<file path="src/rtl/arf_pkg.sv">
package arf_pkg;

   // Read multiplexer structure selected by the READ_ARCH parameter.
   typedef enum int {
      ARF_READ_INDEX = 0,   // indexed selection
      ARF_READ_ANDOR = 1    // one-hot decode followed by an AND-OR tree
   } arf_read_arch_e;

   localparam int ARF_MAX_W = 64;

   // Reset value of word idx when the preset option is on.
   function automatic logic [ARF_MAX_W-1:0] arf_preset_word(
      input int                   idx,
      input logic [ARF_MAX_W-1:0] base,
      input logic [ARF_MAX_W-1:0] step
   );
      logic [ARF_MAX_W-1:0] prod;
      prod = 64'(idx) * step;
      return base ^ prod;
   endfunction

endpackage

</file>
<file path="src/rtl/arf_onehot_dec.sv">
module arf_onehot_dec #(
   parameter int N  = 8,
   parameter int AW = 3
) (
   input  logic          en,
   input  logic [AW-1:0] sel,
   output logic [N-1:0]  hot
);

   if (N < 1) begin : g_bad_n
      $error("arf_onehot_dec: N must be at least 1");
   end
   if ((2 ** AW) < N) begin : g_bad_aw
      $error("arf_onehot_dec: AW too narrow for N");
   end

   for (genvar i = 0; i < N; i++) begin : g_line
      assign hot[i] = en && (sel == AW'(i));
   end

endmodule

</file>
<file path="src/rtl/arf_word_array.sv">
module arf_word_array
   import arf_pkg::*;
#(
   parameter int              N           = 8,
   parameter int              W           = 16,
   parameter int              PRESET_EN   = 0,
   parameter logic [63:0]     PRESET_BASE = 64'h0,
   parameter logic [63:0]     PRESET_STEP = 64'h0
) (
   input  logic                clk,
   input  logic                rst,
   input  logic [N-1:0]        we_hot,
   input  logic [W-1:0]        wdata,
   output logic [N-1:0][W-1:0] words
);

   if (W < 1 || W > ARF_MAX_W) begin : g_bad_w
      $error("arf_word_array: W out of range");
   end

   for (genvar i = 0; i < N; i++) begin : g_word
      localparam logic [W-1:0] INIT_W = (PRESET_EN != 0) ?
         W'(arf_preset_word(i, PRESET_BASE, PRESET_STEP)) : {W{1'b0}};

      logic [W-1:0] word_q;

      always_ff @(posedge clk) begin
         if (rst) begin
            word_q <= INIT_W;
         end else if (we_hot[i]) begin
            word_q <= wdata;
         end
      end

      assign words[i] = word_q;

      // Reset dominates any write request in the same cycle.
      AST_RESET_LOAD: assert property (@(posedge clk) rst |=> (word_q == INIT_W))
         else $error("word %0d not at reset image", i);
   end

endmodule

</file>
<file path="src/rtl/arf_read_port.sv">
module arf_read_port
   import arf_pkg::*;
#(
   parameter int N         = 8,
   parameter int W         = 16,
   parameter int AW        = 3,
   parameter int READ_ARCH = 0
) (
   input  logic [N-1:0][W-1:0] words,
   input  logic [AW-1:0]       addr,
   output logic [W-1:0]        data
);

   if (READ_ARCH == int'(ARF_READ_ANDOR)) begin : g_andor
      logic [N-1:0] sel_hot;

      arf_onehot_dec #(.N(N), .AW(AW)) u_sel_dec (
         .en  (1'b1),
         .sel (addr),
         .hot (sel_hot)
      );

      always_comb begin
         data = '0;
         for (int i = 0; i < N; i++) begin
            data = data | (words[i] & {W{sel_hot[i]}});
         end
      end
   end else if (READ_ARCH == int'(ARF_READ_INDEX)) begin : g_index
      if ((2 ** AW) == N) begin : g_full
         assign data = words[addr];
      end else begin : g_partial
         always_comb begin
            data = '0;
            for (int i = 0; i < N; i++) begin
               if (addr == AW'(i)) data = words[i];
            end
         end
      end
   end else begin : g_bad_arch
      $error("arf_read_port: unknown READ_ARCH");
   end

endmodule

</file>
<file path="src/rtl/and_regfile.sv">
module and_regfile
   import arf_pkg::*;
#(
   parameter int          NUM_WORDS   = 8,
   parameter int          WORD_W      = 16,
   parameter int          ADDR_W      = $clog2(NUM_WORDS),
   parameter int          READ_ARCH   = 0,
   parameter int          PRESET_EN   = 0,
   parameter logic [63:0] PRESET_BASE = 64'h0,
   parameter logic [63:0] PRESET_STEP = 64'h0
) (
   input  logic              clk,
   input  logic              rst,
   input  logic              op_en,
   input  logic [ADDR_W-1:0] dst_addr,
   input  logic [ADDR_W-1:0] lft_addr,
   input  logic [ADDR_W-1:0] rgt_addr,
   output logic [WORD_W-1:0] lft_data,
   output logic [WORD_W-1:0] rgt_data
);

   localparam int NUM_PORTS = 2;

   if (NUM_WORDS < 2) begin : g_bad_depth
      $error("and_regfile: NUM_WORDS must be at least 2");
   end
   if (ADDR_W != $clog2(NUM_WORDS)) begin : g_bad_addr
      $error("and_regfile: ADDR_W must equal clog2(NUM_WORDS)");
   end
   if (PRESET_EN != 0 && PRESET_EN != 1) begin : g_bad_preset
      $error("and_regfile: PRESET_EN must be 0 or 1");
   end

   logic [NUM_WORDS-1:0][WORD_W-1:0] words;
   logic [NUM_WORDS-1:0]             we_hot;
   logic [WORD_W-1:0]                and_res;
   logic [ADDR_W-1:0]                rd_addr [NUM_PORTS];
   logic [WORD_W-1:0]                rd_data [NUM_PORTS];

   // Destination decode gated by the operation enable.
   arf_onehot_dec #(.N(NUM_WORDS), .AW(ADDR_W)) u_dst_dec (
      .en  (op_en),
      .sel (dst_addr),
      .hot (we_hot)
   );

   arf_word_array #(
      .N           (NUM_WORDS),
      .W           (WORD_W),
      .PRESET_EN   (PRESET_EN),
      .PRESET_BASE (PRESET_BASE),
      .PRESET_STEP (PRESET_STEP)
   ) u_array (
      .clk    (clk),
      .rst    (rst),
      .we_hot (we_hot),
      .wdata  (and_res),
      .words  (words)
   );

   assign rd_addr[0] = lft_addr;
   assign rd_addr[1] = rgt_addr;

   for (genvar p = 0; p < NUM_PORTS; p++) begin : g_rport
      arf_read_port #(
         .N         (NUM_WORDS),
         .W         (WORD_W),
         .AW        (ADDR_W),
         .READ_ARCH (READ_ARCH)
      ) u_rport (
         .words (words),
         .addr  (rd_addr[p]),
         .data  (rd_data[p])
      );
   end

   assign lft_data = rd_data[0];
   assign rgt_data = rd_data[1];

   // Write data: AND of the two words read in this cycle.
   assign and_res = rd_data[0] & rd_data[1];

   AST_AND_WRITTEN: assert property (@(posedge clk) disable iff (rst)
      (op_en && (32'(dst_addr) < NUM_WORDS)) |=>
      (words[$past(dst_addr)] == ($past(lft_data) & $past(rgt_data))))
      else $error("destination does not hold the AND result");

   AST_IDLE_HOLD: assert property (@(posedge clk) disable iff (rst)
      !op_en |=> $stable(words))
      else $error("contents changed without an operation");

   AST_PORTS_AGREE: assert property (@(posedge clk) disable iff (rst)
      (lft_addr == rgt_addr) |-> (lft_data == rgt_data))
      else $error("read ports disagree on the same address");

   for (genvar i = 0; i < NUM_WORDS; i++) begin : g_keep
      AST_OTHERS_KEEP: assert property (@(posedge clk) disable iff (rst)
         (op_en && (dst_addr != ADDR_W'(i))) |=> $stable(words[i]))
         else $error("word %0d changed by a write elsewhere", i);
   end

endmodule

</file>
<file path="config.mk">
export PLATFORM = sky130hd
export DESIGN_NAME = and_regfile
export DESIGN_NICKNAME = d
export VERILOG_FILES = /design/src/rtl/arf_pkg.sv /design/src/rtl/arf_onehot_dec.sv /design/src/rtl/arf_word_array.sv /design/src/rtl/arf_read_port.sv /design/src/rtl/and_regfile.sv
export SDC_FILE = /design/constraint.sdc
export NUM_CORES = 1
export LEC_CHECK = 0
export BUFFER_PORTS_ARGS = -buffer_cell sky130_fd_sc_hd__buf_4
export CAP_MARGIN = 30
export CELL_PAD_IN_SITES_DETAIL_PLACEMENT = 0
export CELL_PAD_IN_SITES_GLOBAL_PLACEMENT = 2
export CORE_MARGIN = 2
export CORE_UTILIZATION = 47
export CTS_BUF_LIST = sky130_fd_sc_hd__clkbuf_4
export DETAILED_ROUTE_END_ITERATION = 6
export HOLD_SLACK_MARGIN = 0.12
export PLACE_DENSITY = 0.95
export SLEW_MARGIN = 20
export SYNTH_ARGS = -nofsm -noshare
export SYNTH_HDL_FRONTEND = slang
export SYNTH_SLANG_ARGS = --single-unit
export TNS_END_PERCENT = 30
</file>
<file path="constraint.sdc">
create_clock -name clk -period 4.15 [get_ports clk]
set_input_delay 1.0375 -clock clk [delete_from_list [all_inputs] [get_ports clk]]
set_output_delay 1.0375 -clock clk [all_outputs]
set_load 0.01 [all_outputs]
</file>
==> results by group, run 1 <==
Status
  – Outcome: finished clean

Clock network
  – Clk slew on worst S/H paths: 0.10 ns
  – # resized after CTS: 0
  – Setup bufs post-CTS: 0
  – Clock buffer count from CTS: 17
  – Worst-skew pair later-pin latency: 0.53 ns
  – # hold bufs at CTS: 0
  – Clock Tree Buf Depth: 2
  – Depth of the CTS H-tree: 4
  – Clock Sinks: 128
  – CTS tree: built
  – Clock root buffer: clkbuf_4

STA
  – Worst clock skew: 0.0116 ns
  – Max Freq: 0.268 GHz
  – Worst-Margin Slew: 1.00 ns
  – WHS: approximately 0.48 ns
  – Post-route setup slack: 0.416 ns
  – RSZ-0062 raised after global routing: false
  – Max Slew Vio Count: 0
  – Max-Slew Margin vs Limit: about a third
  – Final setup vio count: 0
  – Setup Total Neg Slack: 0 ns
  – Tcrit/Tclk final: 90.0%
  – Hold Vio Cnt, Final: 0
  – Clock period minus worst slack: 3.73 ns

Placed design
  – Pre-CTS WS: between 0.4 and 0.5 ns
  – Port Buf Inserts: 43
  – DP Area: 0.00733 mm2
  – Dpl cells: 781
  – GPL Wtd Cong: 0.790
  – Hpwl dp: 11,000 um

Layout
  – Commonest cells after routing, fill and taps aside: 145 x inv_1, 128 x dfxtp_1, 112 x o32ai_1
  – Final instance area: 0.00755 mm2
  – Final cell count without fillers: 811
  – Commonest non-fill, non-tap cell in the layout: inv_1
  – Nets: 628
  – Max reg flops: 128
  – Diode count: 0
  – Regs by FF count: u_array.g_word.word_q x128
  – Biggest register: u_array.g_word.word_q
  – P&R area growth vs syn: 9.59%
  – Share of layout cells above drive strength 1: 30.1%

Pwr
  – Leak: 2.54 nW
  – Pwr dens: 283 mW/mm2
  – Maximum vdd drop: 0.207 mV

Detailed routing
  – Final antenna-violating net count: 0
  – Iter 0 DRT Violations: 595
  – DR vias/cell: 6.34
  – Drt first pass iters: 5
  – DR vias: slightly above 5,000
  – Routed length per instance: around 23 um
  – Final wirelength: 18,700 um
  – Drt drc: 0

Floorplan
  – Std cell rows: 44
  – Die W: 125 um
  – Chip height: 125 um
  – Die footprint: ~0.016 mm2
  – Core area: roughly 0.014 mm2
  – I/O Pins: 44
  – Initial Utilization: 47.7%

Setup path
  – CP max stage cell: mux4_2
  – Crit path capture type: primary output
  – Most common cell type on the critical path: buf_4
  – Slowest stage delay, CP: between 0.5 and 0.6 ns
  – CP delay by family, top: multiplexers
  – Cell Chain, Critical Path: buf_4 -> buf_12 -> mux4_2 -> mux2i_4 -> inv_1 -> buf_4
  – Kind of critical path: in2out
  – CP arrival: 2.70 ns
  – CP Max Fanout: 17
  – CP Launch Type: primary input
  – Worst EP required: 3.11 ns
  – CP Buf/Inv Count: 4

Global routing
  – Largest net degree at the start of global routing: 21
  – Global-route wire length before repair: 28,900 um
  – Total gr overflow: 0
  – Initial antenna violation count: 0
  – GRT Util Overall: 24.0%
  – Vias in the first global route: about 5,200

Run
  – Max_cap viols: 0

Worst hold path
  – Min-Delay Path Class: reg2reg

Yosys
  – Yosys cell types: 22
  – Post-synthesis cell count: 572
  – Post-Syn Area: 0.00689 mm2
  – Yosys warning count: 0
  – Synth Area per Inst: 12.0 um2
  – Sequential share of the synthesized area: 37.2%
  – Flops & latches, synth: 128
  – Mapped Nets: 584
## stage by stage
step	util, %	power (mW)
floorplan	-	1.39
global placement	50.8	1.43
detailed placement	50.8	1.44
CTS	52.3	2.15
global route	52.3	2.21
finish	52.3	2.14
## Yosys cell counts
master	count	share of area [%]
nor2_1	1	0.054
inv_1	145	7.9
mux4_1	4	1.5
nand3_1	2	0.15
dfxtp_1	128	37
mux4_2	60	20
buf_12	4	1.2
nor2b_1	2	0.18
nand2_1	22	1.2
a31o_2	6	0.76
buf_4	4	0.44
buf_2	4	0.29
a41oi_1	1	0.13
mux2i_4	30	9.8
nor3b_2	1	0.18
clkbuf_1	14	0.76
mux2i_2	2	0.40
buf_6	12	2.0
a41o_1	1	0.15
o32ai_1	112	14
and3b_1	1	0.13
o31ai_1	16	1.7
## worst min-delay path, stage by stage, from the launching register on
cell and delay (ns):
dfxtp_1 0.33, inv_1 0.05, o32ai_1 0.05
## where the power goes
group                  switching, mW  internal, mW  leakage [nW]
Sequential     0.0000000000000000930          1.23          1.03
Combinational                  0.113        0.0663          1.38
Clock                          0.441         0.289         0.131
## per-layer routing
layer | track usage, % | vias up | wire, um | share of wire, %
met2 | 40.6 | 210 | 9320 | 50
met4 | 10.1 | 0 | 590 | 3.2
li1 | - | 2282 | - | -
met3 | 5.56 | 49 | 1360 | 7.3
met1 | 29.7 | 2601 | 7390 | 40
met5 | 0 | - | 0 | 0
## area by class of cell
type                       instances  area, um2
tap                              184        230
multi-input combinational        261       3470
fill                            1262       6880
inverter                         145        544
clock inverter                    11       75.1
sequential                       128       2560
timing repair buffer              63        523
clock buffer                      19        143
## path summary, 6_finish.rpt
kind                                     start                      endpoint  slack (ns)  depth (start not counted)
setup / recovery                   lft_addr[2]                  lft_data[11]        0.42                          6
hold / removal    u_array.g_word[4].word_q[13]  u_array.g_word[4].word_q[13]        0.48                          2
setup reg to reg  u_array.g_word[4].word_q[14]  u_array.g_word[3].word_q[14]        2.60                          4
hold reg to reg   u_array.g_word[4].word_q[13]  u_array.g_word[4].word_q[13]        0.48                          2
## kinds of logic after synthesis
group,Yosys count,share of synthesized area [%]
buffers and inverters,183,12.5
AOI/OAI and AO/OA,136,17.0
DFF,128,37.2
muxes,96,31.4
and+or+nand+nor,29,1.89
(Power assumes the default switching activity.)
==> run 2: changes to the inputs <==
--- a/config.mk
+++ b/config.mk
@@ -13,4 +13,5 @@
 export CORE_UTILIZATION = 47
 export CTS_BUF_LIST = sky130_fd_sc_hd__clkbuf_4
+export CTS_CLUSTER_SIZE = 10
 export DETAILED_ROUTE_END_ITERATION = 6
 export HOLD_SLACK_MARGIN = 0.12
==> constraint.sdc (replaced) <==
create_clock -name clk -period 4.15 [get_ports clk]
set_input_delay 0.2075 -clock clk [delete_from_list [all_inputs] [get_ports clk]]
set_output_delay 0.2075 -clock clk [all_outputs]
set_load 0.01 [all_outputs]
==> run 2 against run 1 <==
  * Flip-flop and latch count did not move
  * Wire length fell by 4.1%
  * Count of clock-buffer cells in the layout rose by 2
  * Critical path depth fell by 2
  * Core utilization fell by 0.70 points
  * Critical path type is now reg2out
  * Highest routed layer unchanged
==> results by group, run 2 (synthesis results as in run 1) <==
Status
  – Outcome: finished clean

Global routing
  – Global-route wire length before repair: between 20,000 and 30,000 um
  – GRT Util Overall: 23.3%
  – Initial antenna violation count: 1
  – Largest net degree at the start of global routing: 33
  – Vias in the first global route: 5,164
  – Total gr overflow: 0

Detailed routing
  – Drt first pass iters: 4
  – Routed length per instance: around 22 um
  – Final wirelength: 17,900 um
  – Iter 0 DRT Violations: 339
  – DR vias/cell: 6.26
  – DR vias: between 4,000 and 5,000
  – Final antenna-violating net count: 0
  – Drt drc: 0

STA
  – Max Freq: roughly 0.45 GHz
  – Clock period minus worst slack: between 2 and 2.5 ns
  – Tcrit/Tclk final: between 50% and 60%
  – Hold Vio Cnt, Final: 0
  – Worst-Margin Slew: 0.942 ns
  – Setup Total Neg Slack: 0 ns
  – Final setup vio count: 0
  – Worst clock skew: 0.0176 ns
  – Max-Slew Margin vs Limit: 37.0%
  – Post-route setup slack: around 1.9 ns
  – RSZ-0062 raised after global routing: false
  – Max Slew Vio Count: 0

Pwr
  – Maximum vdd drop: 0.202 mV
  – Pwr dens: 303 mW/mm2
  – Leak: 2.48 nW
  – Total Power: 2.26 mW

Placed design
  – Port Buf Inserts: 43
  – GPL Wtd Cong: 0.761
  – Pre-CTS WS: 1.99 ns
  – Hpwl dp: 10,300 um

Layout
  – Max reg flops: ~130
  – Regs by FF count: u_array.g_word.word_q x128
  – P&R area growth vs syn: 8.12%
  – Commonest non-fill, non-tap cell in the layout: inv_1
  – Fill count: 1,305
  – Biggest register: u_array.g_word.word_q
  – Nets: just over 600
  – Commonest cells after routing, fill and taps aside: 145 x inv_1, 128 x dfxtp_1, 112 x o32ai_1
  – Share of layout cells above drive strength 1: 28.2%

Run
  – Max_cap viols: 0

Setup path
  – CP Max Fanout: 9
  – Crit path capture type: primary output
  – Kind of critical path: reg2out
  – CP arrival: 2.03 ns
  – Worst EP required: 3.94 ns
  – R2R cell count: 3
  – CP Launch Type: flip-flop

Worst hold path
  – Hold Path Stages: 5
  – Min-Delay Path Class: in2reg

Clock network
  – Clock root buffer: clkbuf_4
  – Clk slew on worst S/H paths: 0.11 ns
  – Worst-skew pair later-pin latency: 0.54 ns
  – Setup bufs post-CTS: 0
  – Clock Sinks: around 130
  – CTS tree: built
  – # resized after CTS: 0
  – # hold bufs at CTS: 0
  – Clock Tree Buf Depth: 2
  – Clock buffer count from CTS: 17
  – Depth of the CTS H-tree: 4

Floorplan
  – Initial Utilization: roughly 48%
  – Std cell rows: 44
  – I/O Pins: 44
  – Chip height: 125 um
  – Core area: 0.0144 mm2
  – Die footprint: 0.0156 mm2
  – Die W: 125 um
-- run 2: where the power goes --
| group | internal [mW] | switching [mW] |
|---|---|---|
| Clock | 0.430 | 0.435 |
| Combinational | 0.0566 | 0.109 |
| Sequential | 1.23 | 0.0000000000000000891 |
-- run 2: path summary, 6_finish.rpt --
check / startpoint / to / slack, ns
max: u_array.g_word[7].word_q[0] / lft_data[0] / 1.91
min reg2reg: u_array.g_word[1].word_q[3] / u_array.g_word[1].word_q[3] / 0.47
max reg2reg: u_array.g_word[7].word_q[0] / u_array.g_word[3].word_q[0] / 2.58
min: rst / u_array.g_word[7].word_q[11] / 0.29
-- run 2: through the flow --
step	hold slack [ns]	util, %	instance area, um2	cells
2_1_floorplan	0.437	-	6890	572
3_3_place_gp	0.447	49.5	7140	762
3_5_place_dp	0.457	49.7	7170	764
4_1_cts	0.238	51.6	7440	795
5_1_grt	0.261	51.6	7450	796
6_report	0.292	51.6	7450	796
-- run 2: area by class of cell --
type	count	area, um2	share of cell area (%)
inverters	145	544	7.31
diodes	1	2.50	0.0336
multi-input cells	261	3470	46.6
flip-flops and latches	128	2560	34.4
well taps	184	230	3.09
repair buffers	46	360	4.84
clock buffers	21	158	2.12
clock inverters	10	119	1.60
-- run 2: per-layer routing --
layer / vias to the layer above / global-route usage (%) / wire (um)
li1: 2260 / - / -
met1: 2516 / 28.3 / 7160
met2: 160 / 40.9 / 9400
met3: 45 / 3.81 / 861
met4: 0 / 10.7 / 461
met5: - / 0 / 0
-- run 2: critical path: stages (launching register included) --
cell	delay (ns)
dfxtp_1	0.34
mux4_2	0.48
mux2i_2	0.42
inv_1	0.09
buf_4	0.16
